<file path="config.mk">
export PLATFORM = sky130hd
export DESIGN_NAME = cmdiss_top
export DESIGN_NICKNAME = d
export VERILOG_FILES = /design/src/rtl/cmdiss_pkg.sv /design/src/rtl/cmdiss_mode_reg.sv /design/src/rtl/cmdiss_decode.sv /design/src/rtl/cmdiss_out_stage.sv /design/src/rtl/cmdiss_top.sv
export SDC_FILE = /design/constraint.sdc
export NUM_CORES = 1
export LEC_CHECK = 0
export CORE_MARGIN = 1.5
export CORE_UTILIZATION = 35
export CTS_BUF_LIST = sky130_fd_sc_hd__clkbuf_16
export DETAILED_ROUTE_END_ITERATION = 8
export PLACE_DENSITY_LB_ADDON = 0.3
export SLEW_MARGIN = 20
export SYNTH_ARGS = -nofsm -noshare
export SYNTH_HDL_FRONTEND = slang
export SYNTH_SLANG_ARGS = --single-unit
</file>
<file path="constraint.sdc">
create_clock -name clk -period 2.7 [get_ports clk]
set_clock_uncertainty 0.05 [all_clocks]
set_input_delay 0.54 -clock clk [delete_from_list [all_inputs] [get_ports clk]]
set_output_delay 0.54 -clock clk [all_outputs]
set_load 0.02 [all_outputs]
</file>
<file path="src/rtl/cmdiss_pkg.sv">
package cmdiss_pkg;

  localparam int MODE_W = 3;

  typedef enum logic [MODE_W-1:0] {
    MODE_NORMAL  = 3'd0,
    MODE_NOP     = 3'd1,
    MODE_PREALL  = 3'd2,
    MODE_LMR     = 3'd3,
    MODE_REFRESH = 3'd4,
    MODE_ELMR    = 3'd5
  } mode_e;

  function automatic logic mode_is_legal(input logic [MODE_W-1:0] v);
    return v <= 3'd5;
  endfunction

  function automatic logic mode_has_operand(input mode_e m);
    return (m == MODE_LMR) || (m == MODE_ELMR);
  endfunction

endpackage

</file>
<file path="src/rtl/cmdiss_mode_reg.sv">
module cmdiss_mode_reg
  import cmdiss_pkg::*;
(
  input  logic              clk,
  input  logic              rst_n,
  input  logic              wr_en,
  input  logic [MODE_W-1:0] wr_val,
  output mode_e             mode_q,
  output logic              wr_accept
);

  assign wr_accept = wr_en && mode_is_legal(wr_val);

  always_ff @(posedge clk) begin
    if (!rst_n) begin
      mode_q <= MODE_NORMAL;
    end else if (wr_accept) begin
      mode_q <= mode_e'(wr_val);
    end
  end

endmodule

</file>
<file path="src/rtl/cmdiss_decode.sv">
module cmdiss_decode
  import cmdiss_pkg::*;
#(
  parameter int ADDR_W  = 24,
  parameter int BA_LSB  = 21,
  parameter int BA_W    = 3,
  parameter int PAY_LSB = 2,
  parameter int PAY_W   = 14
) (
  input  mode_e             mode,
  input  logic              wr_valid,
  input  logic [ADDR_W-1:0] wr_addr,
  output logic              fire_cmd,
  output logic              fire_data,
  output logic [BA_W-1:0]   ba_sel,
  output logic [PAY_W-1:0]  pay_sel
);

  function automatic logic [BA_W-1:0] bank_field(input logic [ADDR_W-1:0] a);
    return a[BA_LSB +: BA_W];
  endfunction

  function automatic logic [PAY_W-1:0] payload_field(input logic [ADDR_W-1:0] a);
    return a[PAY_LSB +: PAY_W];
  endfunction

  assign fire_cmd  = wr_valid && (mode != MODE_NORMAL);
  assign fire_data = wr_valid && (mode == MODE_NORMAL);

  always_comb begin
    ba_sel  = '0;
    pay_sel = '0;
    if (mode_has_operand(mode)) begin
      pay_sel = payload_field(wr_addr);
    end
    if (mode == MODE_ELMR) begin
      ba_sel = bank_field(wr_addr);
    end
  end

endmodule

</file>
<file path="src/rtl/cmdiss_out_stage.sv">
module cmdiss_out_stage
  import cmdiss_pkg::*;
#(
  parameter int ADDR_W = 24,
  parameter int BA_W   = 3,
  parameter int PAY_W  = 14
) (
  input  logic              clk,
  input  logic              rst_n,
  input  logic              fire_cmd,
  input  logic              fire_data,
  input  mode_e             mode,
  input  logic [BA_W-1:0]   ba_sel,
  input  logic [PAY_W-1:0]  pay_sel,
  input  logic [ADDR_W-1:0] wr_addr,
  output logic              cmd_valid,
  output logic [MODE_W-1:0] cmd_op,
  output logic [BA_W-1:0]   cmd_ba,
  output logic [PAY_W-1:0]  cmd_payload,
  output logic              data_wr_valid,
  output logic [ADDR_W-1:0] data_wr_addr
);

  always_ff @(posedge clk) begin
    if (!rst_n) begin
      cmd_valid     <= 1'b0;
      cmd_op        <= '0;
      cmd_ba        <= '0;
      cmd_payload   <= '0;
      data_wr_valid <= 1'b0;
      data_wr_addr  <= '0;
    end else begin
      cmd_valid     <= fire_cmd;
      data_wr_valid <= fire_data;
      if (fire_cmd) begin
        cmd_op      <= mode;
        cmd_ba      <= ba_sel;
        cmd_payload <= pay_sel;
      end
      if (fire_data) begin
        data_wr_addr <= wr_addr;
      end
    end
  end

endmodule

</file>
<file path="src/rtl/cmdiss_top.sv">
module cmdiss_top
  import cmdiss_pkg::*;
#(
  parameter int ADDR_W  = 24,
  parameter int BA_LSB  = 21,
  parameter int BA_W    = 3,
  parameter int PAY_LSB = 2,
  parameter int PAY_W   = 14
) (
  input  logic              clk,
  input  logic              rst_n,
  input  logic              mode_wr_en,
  input  logic [2:0]        mode_wr_val,
  output logic [2:0]        mode_rd,
  input  logic              mem_wr_valid,
  input  logic [ADDR_W-1:0] mem_wr_addr,
  output logic              cmd_valid,
  output logic [2:0]        cmd_op,
  output logic [BA_W-1:0]   cmd_ba,
  output logic [PAY_W-1:0]  cmd_payload,
  output logic              data_wr_valid,
  output logic [ADDR_W-1:0] data_wr_addr
);

  localparam int BA_TOP  = BA_LSB + BA_W;
  localparam int PAY_TOP = PAY_LSB + PAY_W;

  initial begin
    if (BA_TOP > ADDR_W)   $error("bank field exceeds address width");
    if (PAY_TOP > BA_LSB)  $error("payload field overlaps bank field");
  end

  mode_e             mode_q;
  logic              mode_accept;
  logic              fire_cmd;
  logic              fire_data;
  logic [BA_W-1:0]   ba_sel;
  logic [PAY_W-1:0]  pay_sel;

  cmdiss_mode_reg u_mode (
    .clk       (clk),
    .rst_n     (rst_n),
    .wr_en     (mode_wr_en),
    .wr_val    (mode_wr_val),
    .mode_q    (mode_q),
    .wr_accept (mode_accept)
  );

  assign mode_rd = mode_q;

  cmdiss_decode #(
    .ADDR_W (ADDR_W), .BA_LSB (BA_LSB), .BA_W (BA_W),
    .PAY_LSB(PAY_LSB), .PAY_W (PAY_W)
  ) u_dec (
    .mode      (mode_q),
    .wr_valid  (mem_wr_valid),
    .wr_addr   (mem_wr_addr),
    .fire_cmd  (fire_cmd),
    .fire_data (fire_data),
    .ba_sel    (ba_sel),
    .pay_sel   (pay_sel)
  );

  cmdiss_out_stage #(
    .ADDR_W (ADDR_W), .BA_W (BA_W), .PAY_W (PAY_W)
  ) u_out (
    .clk           (clk),
    .rst_n         (rst_n),
    .fire_cmd      (fire_cmd),
    .fire_data     (fire_data),
    .mode          (mode_q),
    .ba_sel        (ba_sel),
    .pay_sel       (pay_sel),
    .wr_addr       (mem_wr_addr),
    .cmd_valid     (cmd_valid),
    .cmd_op        (cmd_op),
    .cmd_ba        (cmd_ba),
    .cmd_payload   (cmd_payload),
    .data_wr_valid (data_wr_valid),
    .data_wr_addr  (data_wr_addr)
  );

endmodule

</file>
==> impl_metrics.py, run 1 <==
metrics = {
    "synthesis": {
        "synth.distinct_cells": 26,
        "synth_cells": 186,
        "syn_nets": 217,
        "netlist_top_cells_area": "dfxtp_1, o21ai_0, nand3_1",
        "ys.flop_type": "dfxtp_1",
        "ys_warn_count": 0,
        "netlist_area_um2": 1770,
        "synth_top_area_share_pct": 55.4,
        "synth-seq-area-share_pct": 55.4,
        "synth_edf_count": 0,
        "ys_ff_latch": 49,
        "synth_top_area_cell": "dfxtp_1",
        "syn_area_per_cell_um2": 9.52,
        "synthArstFlopShare_pct": 0,
    },
    "run_status": {
        "status": "finished, final reports clean",
    },
    "route": {
        "drtPass1Iterations": 4,
        "finalWirelength_um": 4030,
        "drt-initial-drc-count": 80,
        "final_antenna_net_count": 0,
        "post_drt_via_cell_ratio": 4.72,
        "vias": 1539,
        "drc": 0,
        "wire_per_inst_um": 12.4,
    },
    "floorplanning": {
        "io_pins": 80,
        "die_w_um": 74.1,
        "die_h_um": 74.1,
        "dieArea_um2": 5490,
        "coreArea_um2": 4790,
        "rows": 25,
        "start_util_pct": 37.0,
    },
    "power_and_ir_drop": {
        "p_leak_nw": 0.972,
        "ir_drop_uv": 303,
        "p_per_area_nw_per_um2": 595,
    },
    "placement": {
        "preCtsSetupSlack_ps": 606,
        "dp_hpwl_um": 2840,
        "dp_cells": 318,
        "gp_congestion": 0.792,
        "portBuffers": 79,
    },
    "clock_tree": {
        "ctsRootBufferMaster": "clkbuf_16",
        "cts_resized": 0,
        "cts-buffers-inserted": 5,
        "cts_buffer_depth": 2,
        "clock_latency_ps": 280,
        "clk_pin_slew_ps": 60,
        "post-cts-setup-buffers": 0,
        "numClockSinks": 49,
        "tritoncts": "yes",
        "postCtsHoldBufs": 0,
        "htreeDepth": 2,
    },
    "grt": {
        "grt_usage_pct": 15.2,
        "grt_max_degree": 50,
        "grt_pass1_wl_um": 6490,
        "overflow": 0,
        "grt_pass1_vias": 1351,
        "antenna_found_initial": 0,
    },
    "timing": {
        "setup_viol": 0,
        "whs_ps": 405,
        "tightest_slew_ps": 426,
        "setup_tns_ps": 0,
        "finalWorstSetupSlack_ps": 561,
        "min_period_over_period_pct": 79.2,
        "timing.final.hold_violations": 0,
        "min_period_ps": 2140,
        "drv_slew": 0,
        "rsz0062_at_grt": "no",
        "fmax_ghz": 0.467,
        "relSlewSlack_pct": 71.6,
    },
    "setup_path": {
        "crit_slowest_cell": "clkdlybuf4s50_1",
        "crit_type": "register to output pin",
        "worstPathArrival_ps": 1550,
        "start_kind": "register",
        "cp_max_fo": 9,
        "crit_chain": "clkdlybuf4s50_1",
        "crit_path_end_kind": "output pin",
        "cpLargestDelayFamily": "buffers and inverters",
        "cp.required_ps": 2110,
        "path_buf_inv": 1,
        "r2r_setup_slack_ps": 1300,
        "critical_path.max_stage_delay_ps": 690,
    },
    "flow_run": {
        "max-cap-violations": 0,
    },
    "layout": {
        "num_antenna_cells": 0,
        "register_area_um2": 981,
        "fillCellCount": 448,
        "syn_to_final_growth_pct": 53.2,
        "nets": 289,
        "final_cells": 326,
        "multiInputGateArea_um2": 677,
        "utilization_pct": 56.7,
        "drive_gt1_share_pct": 6.18,
    },
    "hold_path": {
        "hold_class": "register to register",
    },
}
[power breakdown]
group / internal, mW / switching [mW] / total [mW]
clock network: 0.339 / 0.248 / 0.588
logic: 0.125 / 0.122 / 0.247
registers: 0.757 / 0.0236 / 0.781
total: 1.22 / 0.394 / 1.62
[stage by stage]
step	power [mW]	area [um^2]
after floorplan	0.922	1770
after global placement	1.04	2570
after detailed placement	1.05	2570
after CTS	1.64	2710
after global routing	1.68	2710
final	1.62	2710
[registers in the layout, indices dropped and copies added (netlist names)]
signal and flops:
u_mode.mode_q 3, u_out.cmd_ba 3, u_out.cmd_op 3, u_out.cmd_payload 14, u_out.cmd_valid 1, u_out.data_wr_addr 24, u_out.data_wr_valid 1
[cell families after synthesis]
group | synth area share, %
AND/OR/NAND/NOR | 17.7
AO/OA/AOI/OAI | 19.4
flip-flops | 55.4
buffers and inverters | 6.36
XOR/XNOR | 0.495
multiplexers | 0.565
[cells in the mapped netlist (all sizes together), types with 2 or more instances]
master and instances:
dfxtp 49, o21ai 27, nand3 25, nand2 24, a22o 14, buf 11, nor2 10, a22oi 6
clkbuf 6, and2 2
[final cells by class]
class                           count  share of cell area, %
Clock buffer                        5                   4.61
Clock inverter                      3                  0.646
Inverter                            2                  0.277
Multi-Input combinational cell    118                   25.0
Sequential cell                    49                   36.2
Tap cell                           67                   3.09
Timing Repair Buffer               82                   30.3
[per-layer routing]
metal | up-vias | share of wire, % | global-route usage (%) | routed length, um
met4 | 0 | 0.62 | 5.56 | 25
li1 | 794 | - | - | -
met1 | 700 | 47 | 20.4 | 1920
met2 | 43 | 46 | 23.6 | 1860
met3 | 2 | 5.7 | 4.20 | 230
met5 | - | 0 | 0 | 0
[final timing paths]
kind / start / to / depth (start not counted)
max: u_mode.mode_q[2] / mode_rd[2] / 1
min: u_out.data_wr_addr[11] / u_out.data_wr_addr[11] / 2
max reg2reg: u_mode.mode_q[2] / u_out.cmd_payload[10] / 4
min reg2reg: u_out.data_wr_addr[11] / u_out.data_wr_addr[11] / 2
[layout by cell type, fill, tap and decap left out, types with 2 or more instances in the layout]
cell and count:
nand2_1 24, nor2_1 10, clkinv_2 2, dfxtp_1 49, clkbuf_16 5, clkdlybuf4s50_1 78
buf_4 2, a22oi_1 6, o21ai_0 27, nand3_1 25, a22o_1 14
Note: power is estimated with default switching activity, not from simulation.
==> inputs of run 2 (changes only) <==
Clock period 2.7 ns to 1.9 ns, I/O delays scaled along.
==> impl_metrics.py, run 2 (synthesized netlist as in run 1, its figures left out) <==
metrics = {
    "floorplanning": {
        "die_h_um": 74.1,
        "io_pins": 80,
        "rows": 25,
        "die_w_um": 74.1,
        "coreArea_um2": 4790,
        "dieArea_um2": 5490,
        "start_util_pct": 37.0,
    },
    "placement": {
        "gp_congestion": 0.807,
        "placed_area_um2": 2590,
        "preCtsSetupSlack_ps": -227,
        "dp_cells": 321,
        "dp_hpwl_um": 2890,
        "portBuffers": 79,
    },
    "setup_path": {
        "path_buf_inv": 1,
        "start_kind": "register",
        "reg2reg_from": "u_mode.mode_q[0]",
        "r2r_setup_slack_ps": 480,
        "crit_chain": "clkdlybuf4s50_1",
        "cp.required_ps": 1470,
        "cpLargestDelayFamily": "buffers and inverters",
        "crit_path_end_kind": "output pin",
        "worstPathArrival_ps": 1360,
        "cp_max_fo": 6,
        "crit_slowest_cell": "clkdlybuf4s50_1",
        "r2r_cells": 5,
        "crit_type": "register to output pin",
        "r2r_end": "u_out.data_wr_addr[10]",
        "critical_path.max_stage_delay_ps": 640,
    },
    "grt": {
        "overflow": 0,
        "antenna_found_initial": 0,
        "grt_usage_pct": 16.1,
        "grt_pass1_wl_um": 6780,
        "grt_pass1_vias": 1509,
        "grt_max_degree": 52,
    },
    "route": {
        "finalWirelength_um": 4200,
        "post_drt_via_cell_ratio": 4.77,
        "drc": 0,
        "final_antenna_net_count": 0,
        "vias": 1570,
        "drtPass1Iterations": 4,
        "wire_per_inst_um": 12.8,
        "drt-initial-drc-count": 86,
    },
    "layout": {
        "final_cells": 329,
        "top_regs": "u_out.data_wr_addr (24), u_out.cmd_payload (14)",
        "layout_common_cells": "clkdlybuf4s50_1, dfxtp_1, o21ai_0, nand3_1, nand2_1",
        "num_antenna_cells": 0,
        "nets": 292,
        "syn_to_final_growth_pct": 56.3,
        "drive_gt1_share_pct": 7.63,
        "regMostFlops": "u_out.data_wr_addr",
        "largest_reg_flops": 24,
        "final_common_cell": "clkdlybuf4s50_1",
        "design_area_um2": 2770,
    },
    "hold_path": {
        "hold_depth": 2,
        "hold_class": "register to register",
        "whs_endpoint": "u_out.data_wr_addr[4]",
        "hp-start": "u_out.data_wr_addr[4]",
    },
    "power_and_ir_drop": {
        "power.switching_uw": 577,
        "combPwrFrac_pct": 15.0,
        "ir_drop_uv": 627,
        "power_frac_seq_pct": 44.8,
        "p_int_mw": 1.88,
        "pwr-share-clk_pct": 40.3,
        "p_leak_nw": 0.997,
        "switching_share_pct": 23.5,
        "p_per_area_nw_per_um2": 889,
    },
    "clock_tree": {
        "ctsRootBufferMaster": "clkbuf_16",
        "tritoncts": "yes",
        "numClockSinks": 49,
        "clk_pin_slew_ps": 60,
        "postCtsHoldBufs": 0,
        "cts-buffers-inserted": 5,
        "clock_latency_ps": 280,
        "htreeDepth": 2,
        "cts_buffer_depth": 2,
    },
    "timing": {
        "drv_slew": 0,
        "tightest_slew_ps": 607,
        "relSlewSlack_pct": 59.5,
        "finalWorstSetupSlack_ps": 112,
        "timing.final.hold_violations": 0,
        "min_period_over_period_pct": 94.1,
        "setup_viol": 0,
        "min_period_ps": 1790,
        "rsz0062_at_grt": "no",
        "setup_tns_ps": 0,
        "fmax_ghz": 0.559,
    },
    "run_status": {
        "status": "finished, final reports clean",
    },
    "flow_run": {
        "max-cap-violations": 0,
    },
}
## run 2: cell count changes in the layout (fill, tap and decap cells not counted), sizes merged
cell and delta:
clkinv -1, bufinv +1, buf +3
## run 2: power groups by stage
stage          clock network, mW  logic (mW)  registers (mW)
2_1_floorplan                  0       0.128            1.18
3_3_place_gp                   0       0.368            1.12
3_5_place_dp                   0       0.370            1.12
4_1_cts                     1.03       0.372            1.10
5_1_grt                     1.06       0.399            1.11
6_report                   0.990       0.368            1.10
## run 2: worst max-delay path by stage
stage                      from                    end  slack [ps]  cells past startpoint
2_1_floorplan  u_mode.mode_q[1]  u_out.cmd_payload[10]         400                      6
3_3_place_gp       mem_wr_valid   u_out.cmd_payload[7]        -170                      4
3_5_place_dp       mem_wr_valid   u_out.cmd_payload[3]        -230                      4
4_1_cts            mem_wr_valid   u_out.cmd_payload[3]          80                      4
5_1_grt        u_mode.mode_q[2]             mode_rd[2]          60                      1
6_report       u_mode.mode_q[2]             mode_rd[2]         110                      1
## run 2: final cells by class
cell class,count,area [um^2]
clock buffer,5,125
clock inverter,3,46.3
fill,428,2020
inverter,2,7.51
multi-input combinational,118,679
sequential,49,981
tap,67,83.8
timing repair buffer,85,843
## run 2: through the flow
step,power (mW),hold WS [ps],util (%)
2_1_floorplan,1.31,429,-
3_3_place_gp,1.49,392,54.2
3_5_place_dp,1.49,401,54.2
4_1_cts,2.50,410,57.8
5_1_grt,2.56,431,57.8
6_report,2.46,405,57.8
## run 2: repair_timing
item	4_1_cts	5_1_grt
resized for setup	0	1
setup buffers	0	0
endpoints found under the setup margin	0	13
hold endpoints to repair	0	0
## run 2: layer usage
metal	track usage (%)	part of all wire, %	wire, um	vias to the layer above
met4	4.94	0.60	25	0
met3	4.61	7.7	325	2
li1	-	-	-	795
met1	20.5	43	1820	721
met2	26.4	48	2030	52
met5	0	0	0	-
